## config.mk

```make
export PLATFORM = sky130hd
export DESIGN_NAME = vec_addr_gen
export DESIGN_NICKNAME = d
export VERILOG_FILES = /design/src/rtl/vagen_pkg.sv /design/src/rtl/vagen_ctrl.sv /design/src/rtl/vagen_dpath.sv /design/src/rtl/vec_addr_gen.sv
export SDC_FILE = /design/constraint.sdc
export NUM_CORES = 1
export LEC_CHECK = 0
export ABC_AREA = 1
export BUFFER_PORTS_ARGS = -buffer_cell sky130_fd_sc_hd__buf_2
export CORE_MARGIN = 1
export CORE_UTILIZATION = 45
export DETAILED_ROUTE_END_ITERATION = 10
export PLACE_DENSITY = 0.68
export SYNTH_ARGS = -nofsm -noshare
export SYNTH_HDL_FRONTEND = slang
export SYNTH_SLANG_ARGS = --single-unit
```

## constraint.sdc

```tcl
create_clock -name clk -period 1.96 [get_ports clk]
set_input_delay 0.294 -clock clk [delete_from_list [all_inputs] [get_ports clk]]
set_output_delay 0.294 -clock clk [all_outputs]
set_load 0.01 [all_outputs]
```

## src/rtl/vagen_pkg.sv

```systemverilog
package vagen_pkg;

  typedef enum logic [1:0] {
    MODE_UNIT   = 2'd0,
    MODE_STRIDE = 2'd1,
    MODE_INDEX  = 2'd2,
    MODE_RSVD   = 2'd3
  } accMode_e;

  // strobes from the sequencer to the address datapath
  typedef struct packed {
    logic load;     // start accepted this cycle
    logic step;     // advance the running address
    logic fire;     // address handed over this cycle
    logic offer;    // address valid this cycle
    logic indexed;  // running operation is indexed
  } ctlStrobe_t;

endpackage

```

## src/rtl/vagen_ctrl.sv

```systemverilog
module vagen_ctrl
  import vagen_pkg::*;
#(
  parameter int LW = 8
) (
  input  logic          clk,
  input  logic          rstN,
  input  logic          startI,
  input  logic [1:0]    modeI,
  input  logic [LW-1:0] vlenI,
  input  logic          idxValidI,
  input  logic          addrReadyI,
  output ctlStrobe_t    ctlO,
  output logic          addrValidO,
  output logic          idxReadyO,
  output logic          busyO,
  output logic          doneO
);

  logic          busyQ;
  logic          idxModeQ;
  logic          doneQ;
  logic [LW-1:0] remQ;
  logic          accept;
  logic          offer;
  logic          fire;

  assign accept = startI & ~busyQ;
  assign offer  = busyQ & (~idxModeQ | idxValidI);
  assign fire   = offer & addrReadyI;

  always_ff @(posedge clk or negedge rstN) begin
    if (!rstN) begin
      busyQ    <= 1'b0;
      idxModeQ <= 1'b0;
      doneQ    <= 1'b0;
      remQ     <= '0;
    end else begin
      doneQ <= 1'b0;
      if (accept) begin
        idxModeQ <= (accMode_e'(modeI) == MODE_INDEX);
        remQ     <= vlenI;
        busyQ    <= (vlenI != '0);
        doneQ    <= (vlenI == '0);
      end else if (fire) begin
        remQ <= remQ - LW'(1);
        if (remQ == LW'(1)) begin
          busyQ <= 1'b0;
          doneQ <= 1'b1;
        end
      end
    end
  end

  always_comb begin
    ctlO.load    = accept;
    ctlO.step    = fire & ~idxModeQ;
    ctlO.fire    = fire;
    ctlO.offer   = offer;
    ctlO.indexed = idxModeQ;
  end

  assign addrValidO = offer;
  assign idxReadyO  = busyQ & idxModeQ & addrReadyI;
  assign busyO      = busyQ;
  assign doneO      = doneQ;

endmodule

```

## src/rtl/vagen_dpath.sv

```systemverilog
module vagen_dpath
  import vagen_pkg::*;
#(
  parameter int AW    = 32,
  parameter int BANKS = 8,
  parameter int OFFB  = 3,
  parameter int BUSY  = 4,
  localparam int BANKB = $clog2(BANKS)
) (
  input  logic             clk,
  input  logic             rstN,
  input  ctlStrobe_t       ctlI,
  input  logic [1:0]       modeI,
  input  logic [1:0]       sizeI,
  input  logic [AW-1:0]    baseI,
  input  logic [AW-1:0]    strideI,
  input  logic [AW-1:0]    idxI,
  output logic [AW-1:0]    addrO,
  output logic [BANKB-1:0] bankO,
  output logic             conflictO
);

  logic [AW-1:0]    baseQ;
  logic [AW-1:0]    curQ;
  logic [AW-1:0]    strideQ;
  logic             histV [BUSY];
  logic [BANKB-1:0] histB [BUSY];
  logic [BUSY-1:0]  hit;

  always_ff @(posedge clk or negedge rstN) begin
    if (!rstN) begin
      baseQ   <= '0;
      curQ    <= '0;
      strideQ <= '0;
    end else if (ctlI.load) begin
      baseQ <= baseI;
      curQ  <= baseI;
      if (accMode_e'(modeI) == MODE_STRIDE) strideQ <= strideI;
      else strideQ <= {{(AW-1){1'b0}}, 1'b1} << sizeI;
    end else if (ctlI.step) begin
      curQ <= curQ + strideQ;
    end
  end

  assign addrO = ctlI.indexed ? (baseQ + idxI) : curQ;
  assign bankO = addrO[OFFB +: BANKB];

  // banks of transfers in the last BUSY cycles, newest first
  always_ff @(posedge clk or negedge rstN) begin
    if (!rstN) begin
      for (int k = 0; k < BUSY; k++) begin
        histV[k] <= 1'b0;
        histB[k] <= '0;
      end
    end else begin
      histV[0] <= ctlI.fire;
      histB[0] <= bankO;
      for (int k = 1; k < BUSY; k++) begin
        histV[k] <= histV[k-1];
        histB[k] <= histB[k-1];
      end
    end
  end

  for (genvar g = 0; g < BUSY; g++) begin : gHit
    assign hit[g] = histV[g] && (histB[g] == bankO);
  end

  assign conflictO = ctlI.offer & (|hit);

endmodule

```

## src/rtl/vec_addr_gen.sv

```systemverilog
module vec_addr_gen
  import vagen_pkg::*;
#(
  parameter int AW    = 32,
  parameter int LW    = 8,
  parameter int BANKS = 8,
  parameter int OFFB  = 3,
  parameter int BUSY  = 4,
  localparam int BANKB = $clog2(BANKS)
) (
  input  logic             clk,
  input  logic             rstN,
  input  logic             startI,
  input  logic [1:0]       modeI,
  input  logic [1:0]       sizeI,
  input  logic [AW-1:0]    baseI,
  input  logic [AW-1:0]    strideI,
  input  logic [LW-1:0]    vlenI,
  input  logic             idxValidI,
  input  logic [AW-1:0]    idxI,
  output logic             idxReadyO,
  output logic             addrValidO,
  input  logic             addrReadyI,
  output logic [AW-1:0]    addrO,
  output logic [BANKB-1:0] bankO,
  output logic             conflictO,
  output logic             busyO,
  output logic             doneO
);

  ctlStrobe_t ctl;
  logic       isIndexed;

  vagen_ctrl #(.LW(LW)) uCtrl (
    .clk        (clk),
    .rstN       (rstN),
    .startI     (startI),
    .modeI      (modeI),
    .vlenI      (vlenI),
    .idxValidI  (idxValidI),
    .addrReadyI (addrReadyI),
    .ctlO       (ctl),
    .addrValidO (addrValidO),
    .idxReadyO  (idxReadyO),
    .busyO      (busyO),
    .doneO      (doneO)
  );

  vagen_dpath #(.AW(AW), .BANKS(BANKS), .OFFB(OFFB), .BUSY(BUSY)) uDpath (
    .clk       (clk),
    .rstN      (rstN),
    .ctlI      (ctl),
    .modeI     (modeI),
    .sizeI     (sizeI),
    .baseI     (baseI),
    .strideI   (strideI),
    .idxI      (idxI),
    .addrO     (addrO),
    .bankO     (bankO),
    .conflictO (conflictO)
  );

  assign isIndexed = ctl.indexed;

endmodule

```

==> metrics.csv <==
metric;value;unit
finalWorstSetupSlack;-0.846;ns
finalWirelength;36400;µm
synth_ff_type;dfrtp_1;
core-area;0.0205;mm²
vias;11111;
max_stage_delay;0.41;ns
dpl.hpwl;24900;µm
viasPerCell;5.56;
fin_area;0.0149;mm²
fp.dieW;147;µm
yosysTopAreaCell;dfrtp_1;
drv_cap;0;
syn_area;0.00950;mm²
syn_avg_cell_area;6.90;µm²
min_to;uDpath.strideQ[26];
peakVddDrop;897;µV
slew_viol_final;0;
ys_top_cells_by_count;nand2_1, inv_1, nor2_1;
fmax;0.356;GHz
critPathMostFrequentCell;buf_4;
r2r-end;uDpath.curQ[30];
route.antenna.remaining_nets;0;
violations;negative setup slack;
synth-simple-area-share;33.7;%
ys_seq_elements;123;
syn_inst;1377;
min_period;2.81;ns
synth_xor_area_share;1.29;%
finalSetupTns;-22.59;ns
ctsLongestPathBuffers;2;
criticalPathCategory;flip-flop to primary output;
r2r-start;uDpath.curQ[0];
cp-start-kind;flip-flop;
cts_tree;built;
hold_class;input pin to flip-flop;
synth_warnings;0;
place.gp.congestion;0.946;
powerDensity;2040;mW/mm²
post-place-ws;-0.502;ns
clock_sinks;123;
ios;153;
portBuffers;152;
reg2reg_slack;-0.14;ns
first_pass_iters;5;
outcome;finished with violations;
grt_pass1_wl;53800;µm
drive_gt1_share;44.2;%
worst_pin_slew;0.584;ns
synth_top_family_by_area;simple AND/OR/NAND/NOR gates;
ctsHtreeMaxLevel;4;
finClkSkew;0.00788;ns
crit_slowest_cell;dfrtp_1;
antenna_found_initial;2;
synth-adder-area-share;8.85;%
grt_pass1_vias;10719;
maxSlewHeadroom;61.1;%
overflow;0;
timing.final.crit_share;143;%
grt_usage;32.0;%
cts.clk_slew.worst_paths;0.06;ns
cp-end-kind;primary output;
die_area;0.0217;mm²
holdWs;0.0670;ns
syn_nets;1556;
reg2regPathDepth;14;
initial_core_util;46.4;%
grt_max_degree;62;
clk_latency;0.44;ns
cp_top_family;compound AO/OA/AOI/OAI gates;
p_leak;7.31;nW
synth_edf_count;0;
finalSetupViolCount;49;
cts_root_buf;clkbuf_16;
drc;0;
ys_types;48;
cp.arrival;2.51;ns
finalHoldViolations;0;
path_cells;ha_4 -> nand2_1 -> o21ai_0 -> buf_4 -> a21oi_1 -> buf_4 -> nand3b_1 -> nand3_1 -> o21ai_2 -> buf_2;
syn2layout_area_growth;56.7;%
cts_buffers;17;
ys_top_cells_by_area;dfrtp_1, nand2_1, ha_1, nand3_1, inv_1;
placed_cell_area;0.0118;mm²
routedWlPerCell;18.2;µm
holdPathStages;2;
synth_top_cell_area_share;32.4;%
fp-row-count;52;
power;0.0303;W
ys_seq_area_share;32.4;%
drtIter0Drc;611;
min_from;strideI[26];
synth.area.mux_share;0;%
die_y;147;µm
crit_buf_inv;3;
required;1.67;ns
async_flop_share;100;%
synth_most_common_cell;nand2_1;
synth-compound-area-share;16.3;%
rsz0062_at_grt;true;
crit_fanout;4;
nNetsFinal;1894;
[layout make-up]
cell class | instances | area (µm²)
multi-input combinational | 1086 | 7810
fill | 1541 | 5600
sequential | 123 | 3080
timing repair buffer | 355 | 2580
inverter | 132 | 515
clock buffer | 20 | 467
tap | 270 | 338
clock inverter | 12 | 96.3
antenna | 1 | 2.50
[power by group]
group          internal, W  total, W  switching (W)  leakage [nW]
logic               0.0101    0.0225         0.0124          5.55
registers          0.00362   0.00476        0.00114          1.49
clock network      0.00183   0.00309        0.00127         0.278
[kinds of logic after synthesis]
| family | after synthesis |
|---|---|
| adders and majority gates | 66 |
| xor gates and xnor gates | 14 |
| AOI/OAI and AO/OA | 251 |
| and+or+nand+nor | 755 |
| buffers and inverters | 168 |
| DFF | 123 |
[how the worst max path moves through the flow]
| stage | from | end | slack, ns | cells after the start |
|---|---|---|---|---|
| after floorplan | uDpath.baseQ[0] | addrO[30] | -0.13 | 14 |
| after global placement | idxI[0] | addrO[30] | -0.47 | 17 |
| after detailed placement | idxI[0] | addrO[30] | -0.50 | 17 |
| after CTS | uDpath.baseQ[0] | addrO[18] | -0.83 | 14 |
| after global routing | uDpath.baseQ[0] | addrO[30] | -0.93 | 16 |
| final | uDpath.baseQ[12] | addrO[18] | -0.85 | 10 |
[routing by layer]
layer	vias to the layer above	global-route usage (%)	part of all wire, %
li1	5272	-	-
met1	5261	38.2	40
met2	446	55.8	50
met3	130	4.78	5.4
met4	2	16.1	5.1
met5	-	0	0.022
[sequential cells by signal, indices dropped and copies added, names as in the netlist]
name,count
uCtrl.doneO,1
uCtrl.busyO,1
uDpath.strideQ,32
uCtrl.remQ,8
uDpath.histB,12
uDpath.curQ,32
uDpath.baseQ,32
uDpath.histV,4
uCtrl.idxModeQ,1
[layout by cell type (no fill, tap or decap), types with 12 or more instances in the layout]
cell | netlist | final
a21oi_1 | 94 | 47
a21oi_2 | 15 | 55
a22o_1 | 28 | 28
a31oi_1 | 16 | 14
buf_2 | 8 | 137
buf_4 | 5 | 170
buf_6 | 1 | 38
clkbuf_16 | 0 | 18
dfrtp_1 | 123 | 120
ha_1 | 64 | 13
ha_4 | 0 | 48
inv_1 | 128 | 115
inv_2 | 1 | 13
nand2_1 | 439 | 352
nand2_2 | 1 | 49
nand2_4 | 0 | 37
nand3_1 | 121 | 68
nand3_2 | 1 | 38
nand3_4 | 0 | 16
nand3b_1 | 14 | 14
nor2_1 | 127 | 90
nor2_2 | 0 | 25
nor2_4 | 0 | 12
o21ai_0 | 66 | 32
o21ai_1 | 0 | 17
o21ai_2 | 2 | 14
or2_2 | 16 | 13
[timing repair]
action | 4_1_cts | 5_1_grt
endpoints found under the setup margin | 56 | 66
cloned | 0 | 1
endpoints found under the hold margin | 24 | 0
hold buffers | 1 | 0
pin swaps | 77 | 115
buffers inserted | 22 | 42
resized for setup | 240 | 244
[per-stage QoR]
stage	instances	util (%)
6_report	1999	72.7
5_1_grt	1998	72.7
4_1_cts	1963	66.0
3_5_place_dp	1920	57.4
3_3_place_gp	1920	57.4
2_1_floorplan	1377	-
Note: power is estimated with default switching activity, not from simulation.
